$ cat src/rtl/mem_pair_pkg.sv
// Shared constants for the command / write-data pairing front end.
package mem_pair_pkg;
    // Command codes seen on the command channel.
    localparam logic [2:0] CODE_WRITE = 3'd0;
    localparam logic [2:0] CODE_READ  = 3'd1;

    // Bit positions inside the error pulse vector.
    localparam int ERR_BAD_CODE = 0;
    localparam int ERR_LATE     = 1;
    localparam int ERR_SHORT    = 2;
    localparam int ERR_LONG     = 3;
    localparam int ERR_W        = 4;
endpackage

$ cat src/rtl/pair_fifo.sv
// Synchronous first-word-fall-through FIFO.
// Assumes: the owner never pushes when full nor pops when empty;
// a push and a pop may share a cycle. Any depth of 1 or more is allowed.
module pair_fifo #(
    parameter int W     = 8,
    parameter int DEPTH = 4
) (
    input  logic         clk,
    input  logic         rst_n,
    input  logic         push,
    input  logic [W-1:0] push_data,
    input  logic         pop,
    output logic [W-1:0] head,
    output logic         empty,
    output logic         full
);
    localparam int PW = (DEPTH > 1) ? $clog2(DEPTH) : 1;
    localparam int CW = $clog2(DEPTH + 1);

    logic [W-1:0]  store [DEPTH];
    logic [PW-1:0] rd_ptr, wr_ptr;
    logic [CW-1:0] count;

    assign empty = (count == '0);
    assign full  = (count == CW'(DEPTH));
    assign head  = store[rd_ptr];

    // Next position of a pointer, wrapping at DEPTH.
    function automatic logic [PW-1:0] bump(input logic [PW-1:0] p);
        return (p == PW'(DEPTH - 1)) ? '0 : p + 1'b1;
    endfunction

    // Write the entry storage.
    always_ff @(posedge clk) begin
        if (push) store[wr_ptr] <= push_data;
    end

    // Move pointers and occupancy.
    always_ff @(posedge clk) begin
        if (!rst_n) begin
            rd_ptr <= '0;
            wr_ptr <= '0;
            count  <= '0;
        end else begin
            if (push) wr_ptr <= bump(wr_ptr);
            if (pop)  rd_ptr <= bump(rd_ptr);
            if (push && !pop)      count <= count + 1'b1;
            else if (pop && !push) count <= count - 1'b1;
        end
    end

    // the owner must respect full and empty.
    a_r1_no_overflow: assert property (@(posedge clk) disable iff (!rst_n)
        push |-> !full);
    a_r7_no_underflow: assert property (@(posedge clk) disable iff (!rst_n)
        pop |-> !empty);
    a_r1_full_holds: assert property (@(posedge clk) disable iff (!rst_n)
        (full && !pop) |=> full);
endmodule

$ cat src/rtl/burst_packer.sv
// Collects write-data beats into one whole-burst word.
// Assumes: beat_fire is already qualified by the FIFO ready flag.
// A burst closes on the last flag or on beat BEATS-1, whichever comes first.
// Slots never written are filled with zero data and an all-ones mask.
module burst_packer #(
    parameter int DW    = 32,
    parameter int BEATS = 2
) (
    input  logic                    clk,
    input  logic                    rst_n,
    input  logic                    beat_fire,
    input  logic [DW-1:0]           beat_data,
    input  logic [DW/8-1:0]         beat_mask,
    input  logic                    beat_last,
    output logic                    burst_push,
    output logic [BEATS*DW-1:0]     burst_data,
    output logic [BEATS*DW/8-1:0]   burst_mask,
    output logic                    burst_start,
    output logic                    err_short,
    output logic                    err_long
);
    localparam int MW = DW / 8;
    localparam int IW = (BEATS > 1) ? $clog2(BEATS) : 1;

    logic [IW-1:0] beat_idx;
    logic [DW-1:0] hold_data [BEATS];
    logic [MW-1:0] hold_mask [BEATS];
    logic          on_final;

    assign on_final    = (beat_idx == IW'(BEATS - 1));
    assign burst_start = beat_fire && (beat_idx == '0);
    assign burst_push  = beat_fire && (beat_last || on_final);
    assign err_short   = beat_fire && beat_last && !on_final;
    assign err_long    = beat_fire && !beat_last && on_final;

    // Build every slot of the outgoing word from held, live or filler beats.
    for (genvar j = 0; j < BEATS; j++) begin : g_slot
        always_comb begin
            if (beat_idx == IW'(j)) begin
                burst_data[j*DW +: DW] = beat_data;
                burst_mask[j*MW +: MW] = beat_mask;
            end else if (IW'(j) < beat_idx) begin
                burst_data[j*DW +: DW] = hold_data[j];
                burst_mask[j*MW +: MW] = hold_mask[j];
            end else begin
                burst_data[j*DW +: DW] = '0;
                burst_mask[j*MW +: MW] = '1;
            end
        end
    end

    // Keep the beats already taken for the burst being collected.
    always_ff @(posedge clk) begin
        if (beat_fire) begin
            hold_data[beat_idx] <= beat_data;
            hold_mask[beat_idx] <= beat_mask;
        end
    end

    // Track the position of the next beat inside its burst.
    always_ff @(posedge clk) begin
        if (!rst_n)          beat_idx <= '0;
        else if (burst_push) beat_idx <= '0;
        else if (beat_fire)  beat_idx <= beat_idx + 1'b1;
    end

    // the beat position never runs past the burst length.
    a_r4_idx_bound: assert property (@(posedge clk) disable iff (!rst_n)
        beat_idx <= IW'(BEATS - 1));
    // a closed burst restarts at beat 0.
    a_r10_close_restarts: assert property (@(posedge clk) disable iff (!rst_n)
        burst_push |=> (beat_idx == '0));
endmodule

$ cat src/rtl/skew_watch.sv
// Measures how long each write command waits for the first beat of its burst.
// Assumes: wcmd_fire marks an accepted write command, burst_start marks the
// first accepted beat of any burst. Bursts and write commands are matched
// strictly in order. A burst that starts before its command is kept as a
// credit; a command with no burst started gets a timestamp in a small ring.
// Only the oldest waiting command can be late first, so only it is timed.
module skew_watch #(
    parameter int DEPTH     = 4,
    parameter int EARLY_MAX = 5,
    parameter int MAX_SKEW  = 3,
    parameter int TS_W      = 16
) (
    input  logic clk,
    input  logic rst_n,
    input  logic wcmd_fire,
    input  logic burst_start,
    output logic late_err
);
    localparam int PW = (DEPTH > 1) ? $clog2(DEPTH) : 1;
    localparam int CW = $clog2(DEPTH + 1);
    localparam int EW = $clog2(EARLY_MAX + 1);

    logic [TS_W-1:0] now;
    logic [TS_W-1:0] stamp [DEPTH];
    logic [PW-1:0]   rd_ptr, wr_ptr;
    logic [CW-1:0]   owed;
    logic [EW-1:0]   early;
    logic            head_flagged;
    logic            q_empty, do_push, do_pop, early_inc, early_dec;
    logic [TS_W-1:0] head_age;

    assign q_empty  = (owed == '0);
    assign head_age = now - stamp[rd_ptr];
    assign late_err = !q_empty && !head_flagged && (head_age > TS_W'(MAX_SKEW));

    // Decide how this cycle's command and burst events change the books.
    always_comb begin
        do_push   = 1'b0;
        do_pop    = 1'b0;
        early_inc = 1'b0;
        early_dec = 1'b0;
        if (wcmd_fire && burst_start) begin
            do_push = !q_empty;
            do_pop  = !q_empty;
        end else if (wcmd_fire) begin
            if (early != '0) early_dec = 1'b1;
            else             do_push   = 1'b1;
        end else if (burst_start) begin
            if (!q_empty) do_pop    = 1'b1;
            else          early_inc = 1'b1;
        end
    end

    function automatic logic [PW-1:0] bump(input logic [PW-1:0] p);
        return (p == PW'(DEPTH - 1)) ? '0 : p + 1'b1;
    endfunction

    // Free-running cycle stamp.
    always_ff @(posedge clk) begin
        if (!rst_n) now <= '0;
        else        now <= now + 1'b1;
    end

    // Record when each unmatched write command was taken.
    always_ff @(posedge clk) begin
        if (do_push) stamp[wr_ptr] <= now;
    end

    // Maintain the ring, the credit count and the once-only late marker.
    always_ff @(posedge clk) begin
        if (!rst_n) begin
            rd_ptr       <= '0;
            wr_ptr       <= '0;
            owed         <= '0;
            early        <= '0;
            head_flagged <= 1'b0;
        end else begin
            if (do_push) wr_ptr <= bump(wr_ptr);
            if (do_pop)  rd_ptr <= bump(rd_ptr);
            if (do_push && !do_pop)      owed <= owed + 1'b1;
            else if (do_pop && !do_push) owed <= owed - 1'b1;
            if (early_inc)      early <= early + 1'b1;
            else if (early_dec) early <= early - 1'b1;
            if (do_pop)        head_flagged <= 1'b0;
            else if (late_err) head_flagged <= 1'b1;
        end
    end

    // credits and waiting commands never coexist.
    a_r9_credit_xor_wait: assert property (@(posedge clk) disable iff (!rst_n)
        (early != '0) |-> q_empty);
    // one late report per waiting command.
    a_r8_single_report: assert property (@(posedge clk) disable iff (!rst_n)
        (late_err && !do_pop) |=> !late_err);
    a_r8_ring_bound: assert property (@(posedge clk) disable iff (!rst_n)
        do_push |-> (owed < CW'(DEPTH) || do_pop));
endmodule

$ cat src/rtl/mem_cmd_pair_frontend.sv
// Command / write-data pairing front end.
// Takes commands and write beats on two independent handshaked channels,
// buffers each in its own FIFO, pairs every write with the oldest complete
// burst and offers in-order operations to a downstream port. Error pulses
// are registered and appear one cycle after their cause.
// Assumes: downstream follows valid/ready; op_* are held while stalled.
module mem_cmd_pair_frontend
    import mem_pair_pkg::*;
#(
    parameter int AW         = 16,
    parameter int DW         = 32,
    parameter int BEATS      = 2,
    parameter int CMD_DEPTH  = 4,
    parameter int DATA_DEPTH = 4,
    parameter int MAX_SKEW   = 3,
    parameter int TS_W       = 16
) (
    input  logic                     clk,
    input  logic                     rst_n,
    input  logic                     cmd_valid,
    output logic                     cmd_ready,
    input  logic [2:0]               cmd_code,
    input  logic [AW-1:0]            cmd_addr,
    input  logic                     wd_valid,
    output logic                     wd_ready,
    input  logic [DW-1:0]            wd_data,
    input  logic [DW/8-1:0]          wd_mask,
    input  logic                     wd_last,
    output logic                     op_valid,
    input  logic                     op_ready,
    output logic                     op_write,
    output logic [AW-1:0]            op_addr,
    output logic [BEATS*DW-1:0]      op_data,
    output logic [BEATS*DW/8-1:0]    op_mask,
    output logic [ERR_W-1:0]         err_flags
);
    localparam int MW    = DW / 8;
    localparam int CMD_W = AW + 1;
    localparam int BUR_W = BEATS * (DW + MW);

    logic             cmd_fire, code_known, cmd_push, wcmd_fire, bad_code;
    logic             c_empty, c_full, d_empty, d_full;
    logic [CMD_W-1:0] c_head;
    logic [BUR_W-1:0] d_head, d_push_word;
    logic             beat_fire, b_push, b_start, b_short, b_long, late;
    logic [BEATS*DW-1:0] b_data;
    logic [BEATS*MW-1:0] b_mask;
    logic             op_fire, head_is_write;

    // Command channel acceptance and decode.
    assign cmd_ready  = !c_full;
    assign cmd_fire   = cmd_valid && cmd_ready;
    assign code_known = (cmd_code == CODE_WRITE) || (cmd_code == CODE_READ);
    assign cmd_push   = cmd_fire && code_known;
    assign wcmd_fire  = cmd_fire && (cmd_code == CODE_WRITE);
    assign bad_code   = cmd_fire && !code_known;

    // Data channel acceptance.
    assign wd_ready  = !d_full;
    assign beat_fire = wd_valid && wd_ready;

    pair_fifo #(.W(CMD_W), .DEPTH(CMD_DEPTH)) u_cmd_q (
        .clk      (clk),
        .rst_n    (rst_n),
        .push     (cmd_push),
        .push_data({cmd_code == CODE_WRITE, cmd_addr}),
        .pop      (op_fire),
        .head     (c_head),
        .empty    (c_empty),
        .full     (c_full)
    );

    burst_packer #(.DW(DW), .BEATS(BEATS)) u_pack (
        .clk        (clk),
        .rst_n      (rst_n),
        .beat_fire  (beat_fire),
        .beat_data  (wd_data),
        .beat_mask  (wd_mask),
        .beat_last  (wd_last),
        .burst_push (b_push),
        .burst_data (b_data),
        .burst_mask (b_mask),
        .burst_start(b_start),
        .err_short  (b_short),
        .err_long   (b_long)
    );

    assign d_push_word = {b_mask, b_data};

    pair_fifo #(.W(BUR_W), .DEPTH(DATA_DEPTH)) u_data_q (
        .clk      (clk),
        .rst_n    (rst_n),
        .push     (b_push),
        .push_data(d_push_word),
        .pop      (op_fire && head_is_write),
        .head     (d_head),
        .empty    (d_empty),
        .full     (d_full)
    );

    skew_watch #(
        .DEPTH    (CMD_DEPTH),
        .EARLY_MAX(DATA_DEPTH + 1),
        .MAX_SKEW (MAX_SKEW),
        .TS_W     (TS_W)
    ) u_skew (
        .clk        (clk),
        .rst_n      (rst_n),
        .wcmd_fire  (wcmd_fire),
        .burst_start(b_start),
        .late_err   (late)
    );

    // Offer the head command; a write also needs a complete burst.
    assign head_is_write = c_head[AW];
    assign op_valid      = !c_empty && (!head_is_write || !d_empty);
    assign op_fire       = op_valid && op_ready;
    assign op_write      = head_is_write;
    assign op_addr       = c_head[AW-1:0];
    assign op_data       = head_is_write ? d_head[BEATS*DW-1:0] : '0;
    assign op_mask       = head_is_write ? d_head[BUR_W-1:BEATS*DW] : '1;

    // Register the error pulses.
    always_ff @(posedge clk) begin
        if (!rst_n) begin
            err_flags <= '0;
        end else begin
            err_flags[ERR_BAD_CODE] <= bad_code;
            err_flags[ERR_LATE]     <= late;
            err_flags[ERR_SHORT]    <= b_short;
            err_flags[ERR_LONG]     <= b_long;
        end
    end

    // a stalled operation keeps its contents.
    a_r7_hold_stalled: assert property (@(posedge clk) disable iff (!rst_n)
        (op_valid && !op_ready) |=> (op_valid && $stable(op_write) &&
            $stable(op_addr) && $stable(op_data) && $stable(op_mask)));
    // a write leaves only with a complete burst queued.
    a_r5_write_paired: assert property (@(posedge clk) disable iff (!rst_n)
        (op_fire && op_write) |-> !d_empty);
    // an unsupported code leaves the command queue untouched.
    a_r2_bad_code_dropped: assert property (@(posedge clk) disable iff (!rst_n)
        (bad_code && c_empty) |=> c_empty);
    // error pulses come only from a preceding cause.
    a_r12_err_caused: assert property (@(posedge clk) disable iff (!rst_n)
        err_flags[ERR_BAD_CODE] |-> $past(cmd_valid));
endmodule

$ cat config.mk
export PLATFORM = sky130hd
export DESIGN_NAME = mem_cmd_pair_frontend
export DESIGN_NICKNAME = d
export VERILOG_FILES = /design/src/rtl/mem_pair_pkg.sv /design/src/rtl/pair_fifo.sv /design/src/rtl/burst_packer.sv /design/src/rtl/skew_watch.sv /design/src/rtl/mem_cmd_pair_frontend.sv
export SDC_FILE = /design/constraint.sdc
export NUM_CORES = 1
export LEC_CHECK = 0
export ABC_AREA = 1
export BUFFER_PORTS_ARGS = -buffer_cell sky130_fd_sc_hd__buf_2
export CAP_MARGIN = 40
export CORE_ASPECT_RATIO = 0.8
export CORE_UTILIZATION = 34
export DETAILED_ROUTE_END_ITERATION = 8
export PLACE_DENSITY_LB_ADDON = 0.08
export REMOVE_ABC_BUFFERS = 1
export SKIP_LAST_GASP = 1
export SYNTH_ARGS = -nofsm -noshare
export SYNTH_HDL_FRONTEND = slang
export SYNTH_SLANG_ARGS = --single-unit
export TNS_END_PERCENT = 100
$ cat constraint.sdc
create_clock -name clk -period 6 [get_ports clk]
set_input_delay 0.9 -clock clk [delete_from_list [all_inputs] [get_ports clk]]
set_output_delay 0.9 -clock clk [all_outputs]
set_load 0.05 [all_outputs]
==> results of run 1 <==
final cells by class:
class                           count  area share [%]
Sequential cell                   508           59.33
Multi-Input combinational cell   1079           22.20
Clock buffer                       78           6.087
Timing Repair Buffer              183           4.511
Tap cell                          830           4.179
Inverter                          206           3.122
Clock inverter                     20          0.5438
Antenna cell                        2         0.02014
state kept, by name, summed over array words and instances (netlist names), named ones only:
register,flops
u_data_q.store,288
u_cmd_q.store,68
u_skew.stamp,64
u_pack.hold_data,32
u_skew.now,16
err_flags,4
u_pack.hold_mask,4
u_cmd_q.count,3
u_data_q.count,3
u_skew.early,3
u_skew.owed,3
u_cmd_q.rd_ptr,2
u_cmd_q.wr_ptr,2
u_data_q.rd_ptr,2
u_data_q.wr_ptr,2
u_skew.rd_ptr,2
u_skew.wr_ptr,2
u_pack.beat_idx,1
u_skew.head_flagged,1
report_power, final:
group          switching [mW]  internal [mW]
clock network            1.34           1.79
logic                    3.14           1.02
registers               0.159           4.25
synthesized netlist by cell type (all sizes together):
cell,n
nor2,304
nand3,32
clkbuf,68
o22ai,18
inv,204
o221ai,8
a32o,14
dfxtp,52
a21oi,56
nand2,366
nand3b,4
and2,1
nand4,5
nor3,8
edfxtp,456
xor2,3
fa,5
nor4,2
clkinv,2
mux2i,8
xnor2,1
o21bai,2
o21ai,136
buf,21
ha,34
a211oi,4
o32ai,64
o21ba,1
o211a,1
o21a,2
tightest hold or removal path: cells and delay by family, from the launching register on:
family | cells | cell delay [ps]
AO/OA/AOI/OAI | 1 | 50
flip-flops | 1 | 300
buffers and inverters | 1 | 40
final timing paths:
kind              slack (ps)                  end           startpoint
setup / recovery        1360           op_mask[6]             register
hold reg to reg          440  u_skew.head_flagged  u_skew.head_flagged
setup reg to reg        2320    u_data_q.count[2]             register
hold / removal           440  u_skew.head_flagged  u_skew.head_flagged
cells by family (layout without fill, tap and decap cells):
group	after synthesis	count (layout)
buffers and inverters	295	487
other	0	2
flip-flops	508	508
multiplexers	8	8
XOR/XNOR	4	4
AND/OR/NAND/NOR	722	722
AO/OA/AOI/OAI	306	306
adder cells (fa/ha/maj)	39	39
layer usage:
| layer | global-route usage, % | vias up |
|---|---|---|
| met5 | 0 | - |
| met4 | 3.927 | 4 |
| met2 | 25.43 | 280 |
| met3 | 2.617 | 69 |
| met1 | 22.48 | 6552 |
| li1 | - | 6794 |
per-stage QoR:
step,setup slack [ps],area (sq um),cells
after CTS,1174,24850,2904
final,1360,24850,2906
after global routing,947.7,24850,2905
after global placement,1746,23070,2800
after floorplan,-745.5,20970,1793
after detailed placement,1841,23200,2806
==> results.toml, run 1 <==
[detailed_routing]
drc = 0
drt-met1-wl_microns = 24410
dr_total_vias = 13699
dr_wl_met2_microns = 22750
drt_iter0_drc = 907
wl_per_cell_microns = 17.34
wirelength_microns = 50390
drtAntennaViolNets = 0
route.met3.wl_microns = 2355
drt_first_pass_iters = 5
vias_per_cell = 4.714
highest_layer = "met5"

[floorplan]
core_area_sq_mm = 0.06152
initial_core_util_pct = 34.67
dieArea_sq_mm = 0.06374
die_w_microns = 282.0
rows = 81
io_pins = 157
fp.dieH_microns = 226.0

[status]
status = "finished clean"

[timing]
fin_crit_ps = 4640
setup_viol = 0
slew_violations = 0
setup-tns-final_ps = 0
rsz0062_at_grt = "false"
clock-skew-final_ps = 22.97
max_freq_ghz = 0.2155
hold_slack_ps = 442.9
timing.final.crit_share_pct = 77.34
hold_viol_final = 0
slew_headroom_pct = 41.74
worst_pin_slew_ps = 873.9

[power]
power_mw = 11.70
worst_ir_drop_vdd_v = 0.0002270
p_leak_nw = 9.851
pwr_density_cell_mw_per_mm2 = 470.8

[global_route]
gr-total-overflow = 0
grt_pass1_vias = 13289
antenna_found_initial = 4
grt_pass1_wl_microns = 77670
grt_usage_pct = 15.92
grt_max_degree = 77

[critical_path]
cp.arrival_ps = 3740
cp_num_cells = 6
crit_buf_inv = 3
cp-start-kind = "register"
r2r_cells = 15
crit_family = "buffers and inverters"
cpPeakStageDelay_ps = 670
path_max_fanout = 57
cp.required_ps = 5100
end_kind = "output port"
worstSetupPathType = "reg -> out"
cp_slowest_cell = "o22ai_4"
crit_chain = "inv_1 -> o21ai_0 -> o22ai_4 -> buf_4 -> o221ai_1 -> buf_2"

[clocking]
root_buffer = "clkbuf_16"
cts_sinks = 508
hold_buffers = 0
clock_path_buffers = 3
path_clk_slew_ps = 60
post_cts_buffers = 0
ctsResizeCount = 0
numCtsBuffers = 54
cts_max_level = 2
cts_tree = "done"
clk_latency_ps = 600

[synth]
ys_types = 40
synth_top_area_share_pct = 64.20
synth.avg_cell_area_sq_um = 11.33
syn_area_sq_mm = 0.02133
synth_top_area_cell = "edfxtp_1"
yosys.area_share.simple_pct = 13.55
synth_top_family_by_area = "simple AND/OR/NAND/NOR gates"
seq_area_frac_synth_pct = 69.08
synth_warnings = 0
synthXorXnorAreaFrac_pct = 0.1643
netlist_instances = 1882
synth_area_leaders = "edfxtp_1, nand2_1, nor2_1, dfxtp_1, inv_1"
synth_fa_ha_area_share_pct = 2.464
synth_compound_area_share_pct = 9.070
synth.area.mux_share_pct = 0.3755
ys_ff_latch = 508

[hold_path]
hold_class = "reg -> reg"
whs_path_depth = 2

[final_layout]
drive_gt1_share_pct = 14.08
fill_cells = 6012
area_growth_pct = 16.52
nets = 2132
ff_latch_area_sq_mm = 0.01475
fin_util_pct = 40.40
most-common-layout-cells = "edfxtp_1, nand2_1, nor2_1"
final_common_cell = "edfxtp_1"
multi_input_area_sq_mm = 0.005518

[run]
cap_violations = 0

[placed_design]
gp_congestion = 0.7979
port-buffer-count = 156
dp_hpwl_microns = 29660
(Power assumes the default switching activity.)
==> inputs of run 2 (changes only) <==
clock period = 4.4 ns   (was 6 ns; I/O delays follow)
==> results.toml, run 2 (same netlist as run 1, synthesis figures left out) <==
[critical_path]
cp_slowest_cell = "o32ai_1"
crit_buf_inv = 4
crit_chain = "inv_4 -> buf_12 -> nor2_1 -> o32ai_1 -> nand2_1 -> inv_1 -> buf_2"
crit_family = "buffers and inverters"
cpPeakStageDelay_ps = 610
cp-start-kind = "register"
worstSetupPathType = "reg -> out"
cp_num_cells = 7
cp.required_ps = 3740
r2r_cells = 18
cp.arrival_ps = 3360
path_max_fanout = 66
end_kind = "output port"

[floorplan]
fp.dieH_microns = 226.0
dieArea_sq_mm = 0.06374
initial_core_util_pct = 34.67
die_w_microns = 282.0
core_area_sq_mm = 0.06152
io_pins = 157
rows = 81

[final_layout]
largest_register_ffs = 288
nets = 2141
most-common-layout-cells = "edfxtp_1, nand2_1, nor2_1"
area_growth_pct = 17.81
fin_area_sq_mm = 0.02513
final_common_cell = "edfxtp_1"
reg_top3 = "u_data_q.store (288), u_cmd_q.store (68), u_skew.stamp (64)"
regMostFlops = "u_data_q.store"
drive_gt1_share_pct = 14.77

[power]
p_leak_nw = 9.993
pwr_density_cell_mw_per_mm2 = 657.3
power_mw = 16.52
worst_ir_drop_vdd_v = 0.0003897

[detailed_routing]
dr_total_vias = 13811
drtAntennaViolNets = 0
vias_per_cell = 4.735
wl_per_cell_microns = 17.32
drc = 0
drt_iter0_drc = 916
wirelength_microns = 50540
drt_first_pass_iters = 5

[clocking]
post_cts_buffers = 0
path_clk_slew_ps = 60
ctsResizeCount = 0
cts_tree = "done"
cts_sinks = 508
clk_latency_ps = 590
root_buffer = "clkbuf_16"
clock_path_buffers = 3
hold_buffers = 0
numCtsBuffers = 53
cts_max_level = 2

[global_route]
gr-total-overflow = 0
grt_usage_pct = 16.09
grt_max_degree = 145
grt_pass1_vias = 13733
grt_pass1_wl_microns = 78670
antenna_found_initial = 4

[timing]
clock-skew-final_ps = 20.17
hold_viol_final = 0
slew_violations = 0
layout_setup_ws_ps = 379.3
slew_headroom_pct = 46.26
hold_slack_ps = 281.8
rsz0062_at_grt = "false"
fin_crit_ps = 4021
timing.final.crit_share_pct = 91.38
worst_pin_slew_ps = 806.2
setup_viol = 0
max_freq_ghz = 0.2487

[placed_design]
placed_area_sq_mm = 0.02323
port-buffer-count = 156
dp_hpwl_microns = 29780
gp_congestion = 0.7951
pre_cts_slack_ps = 1017

[hold_path]
whs_path_depth = 1
hold_class = "in -> reg"

[status]
status = "finished clean"

[run]
cap_violations = 0
-- run 2: cell count changes in the layout (fill, tap and decap cells not counted), sizes merged --
cell      change
buf          +10
clkbuf       -10
bufinv        +9
clkinvlp      +2
clkinv        +1
inv           -1
-- run 2: worst register-to-register path, stage by stage, from the launching register on --
cell,delay (ps)
dfxtp_1,330
buf_4,350
o21ai_0,160
o22ai_1,180
ha_1,160
inv_1,90
fa_1,440
nand3_1,100
nand3_1,130
nand3_1,120
nand3_1,70
nand2_1,60
inv_1,40
nor2_1,80
nand2_1,50
nor2_1,90
nand3_1,170
nand2_1,130
a21oi_1,60
-- run 2: final timing paths --
| path | start | endpoint | slack (ps) |
|---|---|---|---|
| worst max-delay path | register | op_data[16] | 380 |
| worst min-delay path | wd_data[9] | u_pack.hold_data[0][9] | 280 |
| worst max register to register | register | u_skew.head_flagged | 1470 |
| worst min register to register | u_skew.head_flagged | u_skew.head_flagged | 450 |
-- run 2: per-layer routing --
layer | share of wire [%] | up-vias | global-route usage [%] | wire length, microns
met1 | 48 | 6684 | 22.64 | 24480
met4 | 1.5 | 4 | 4.050 | 780
met5 | 0.055 | - | 0 | 28
met2 | 46 | 238 | 25.76 | 23030
li1 | - | 6822 | - | -
met3 | 4.4 | 63 | 2.690 | 2211
-- run 2: through the flow --
stage,setup TNS [ps],utilization (%),cells
2_1_floorplan,-751500,-,1793
3_3_place_gp,0,37.72,2815
3_5_place_dp,0,37.77,2816
4_1_cts,0,40.84,2915
5_1_grt,0,40.84,2917
6_report,0,40.84,2917
-- run 2: cell type report --
class / instances / area [sq um]
fillers: 5959 / 36390
well taps: 830 / 1039
multi-input cells: 1079 / 5508
repair buffers: 193 / 1166
inverters: 206 / 775.7
clock inverters: 31 / 422.9
clock buffers: 68 / 1465
diodes: 2 / 5.005
flip-flops and latches: 508 / 14750
-- run 2: where the power goes --
group,internal (mW),total [mW],switching [mW],leakage (nW)
combinational,1.39,5.74,4.35,4.38
clock,2.94,4.80,1.86,0.914
sequential,5.80,5.97,0.170,4.70
total,10.1,16.5,6.39,9.99
==> inputs of run 3 (changes only) <==
CORE_ASPECT_RATIO = not set   (was 0.8)
==> results.toml, run 3 (same netlist as run 1, synthesis figures left out) <==
[status]
status = "finished clean"

[floorplan]
dieArea_sq_mm = 0.06374
core_area_sq_mm = 0.06183
fp.dieH_microns = 252.5
die_w_microns = 252.5
initial_core_util_pct = 34.50
io_pins = 157
rows = 91

[clocking]
cts_sinks = 508
cts_max_level = 2
ctsResizeCount = 0
root_buffer = "clkbuf_16"
clock_path_buffers = 3
clk_latency_ps = 600
numCtsBuffers = 57
cts_tree = "done"
post_cts_buffers = 0
path_clk_slew_ps = 50
hold_buffers = 0

[timing]
max_freq_ghz = 0.2794
clock-skew-final_ps = 22.49
rsz0062_at_grt = "false"
setup_viol = 0
layout_setup_ws_ps = 820.3
slew_headroom_pct = 46.56
worst_pin_slew_ps = 801.5
fin_crit_ps = 3580
hold_viol_final = 0
timing.final.crit_share_pct = 81.36
slew_violations = 0

[run]
cap_violations = 0

[placed_design]
pre_cts_slack_ps = 1328
dp_hpwl_microns = 28940
port-buffer-count = 156
gp_congestion = 0.8071
dp.cells = 2818

[final_layout]
reg_top3 = "u_data_q.store (288), u_cmd_q.store (68), u_skew.stamp (64)"
fill_cells = 6039
ff_latch_area_sq_mm = 0.01475
regMostFlops = "u_data_q.store"
drive_gt1_share_pct = 13.99
nets = 2140
final_common_cell = "edfxtp_1"
area_growth_pct = 16.94
largest_register_ffs = 288
multi_input_area_sq_mm = 0.005508
final_cells = 2918
most-common-layout-cells = "edfxtp_1, nand2_1, nor2_1"

[detailed_routing]
drc = 0
dr_total_vias = 13795
drt_iter0_drc = 721
wirelength_microns = 50290
wl_per_cell_microns = 17.24
drtAntennaViolNets = 0
vias_per_cell = 4.728
drt_first_pass_iters = 5

[global_route]
grt_pass1_wl_microns = 78300
antenna_found_initial = 3
gr-total-overflow = 0
grt_pass1_vias = 13763
grt_max_degree = 145
grt_usage_pct = 15.89

[critical_path]
cpPeakStageDelay_ps = 450
worstSetupPathType = "reg -> out"
crit_family = "buffers and inverters"
cp-start-kind = "register"
end_kind = "output port"
path_max_fanout = 76
cp.arrival_ps = 2920
crit_buf_inv = 5
cp_slowest_cell = "inv_2"
crit_chain = "buf_4 -> inv_2 -> o21ai_0 -> o22ai_4 -> buf_12 -> nand2_1 -> inv_1 -> buf_2"
cp.required_ps = 3740

[hold_path]
hold_class = "in -> reg"
hold_start = "wd_last"

[power]
worst_ir_drop_vdd_v = 0.0003641
p_leak_nw = 9.898
power_mw = 16.15
pwr_density_cell_mw_per_mm2 = 647.6
## run 3: changes by cell type in the layout (fill, tap and decap cells not counted), sizes merged
| cell | before | now |
|---|---|---|
| clkinvlp | 3 | 0 |
| diode | 2 | 1 |
| clkinv | 18 | 20 |
| clkbuf | 68 | 76 |
| bufinv | 10 | 4 |
| buf | 193 | 188 |
| inv | 206 | 205 |
## run 3: worst paths after layout
kind	to	slack, ps	cells past startpoint
min reg2reg	u_skew.head_flagged	460	2
max reg2reg	u_data_q.count[1]	1360	13
min	err_flags[3]	260	2
max	op_data[35]	820	8
## run 3: routing by layer
metal	up-vias	share of wire, %	track usage [%]
met5	-	0.052	0
met4	4	2.0	4.710
met3	69	3.8	2.709
met2	228	47	26.26
met1	6697	47	21.35
li1	6797	-	-
## run 3: final cells by class
cell class	instances	share of cell area, %
Multi-Input combinational cell	1079	22.08
Timing Repair Buffer	188	4.525
Inverter	206	3.110
Sequential cell	508	59.12
Clock buffer	76	6.090
Antenna cell	1	0.01003
Clock inverter	23	0.8628
Tap cell	837	4.199
## run 3: power by group
| group | internal, mW | total [mW] | leakage, nW | switching, mW |
|---|---|---|---|---|
| clock network | 2.63 | 4.46 | 0.842 | 1.83 |
| logic | 1.39 | 5.71 | 4.36 | 4.32 |
| registers | 5.80 | 5.99 | 4.70 | 0.185 |
| total | 9.82 | 16.2 | 9.90 | 6.33 |
## run 3: worst reg2reg max path, cell delays in order, from the launching register on
cell	delay, ps
dfxtp_1	300
buf_4	320
inv_2	320
o21ai_0	380
o22ai_4	130
nand4_1	100
nand2_1	80
nor2_2	210
nand2_1	140
ha_1	200
inv_1	110
fa_1	400
o21ai_0	180
a21oi_1	60
## run 3: per-stage QoR
step / instance area (sq um) / TNS, ps / hold slack, ps / util, %
CTS: 24940 / 0 / 216.7 / 40.34
finish: 24940 / 0 / 255.3 / 40.34
detailed placement: 23200 / 0 / 443.6 / 37.53
floorplan: 20970 / -751500 / 425.9 / -
global placement: 23180 / 0 / 433.6 / 37.49
global route: 24940 / 0 / 235.0 / 40.34
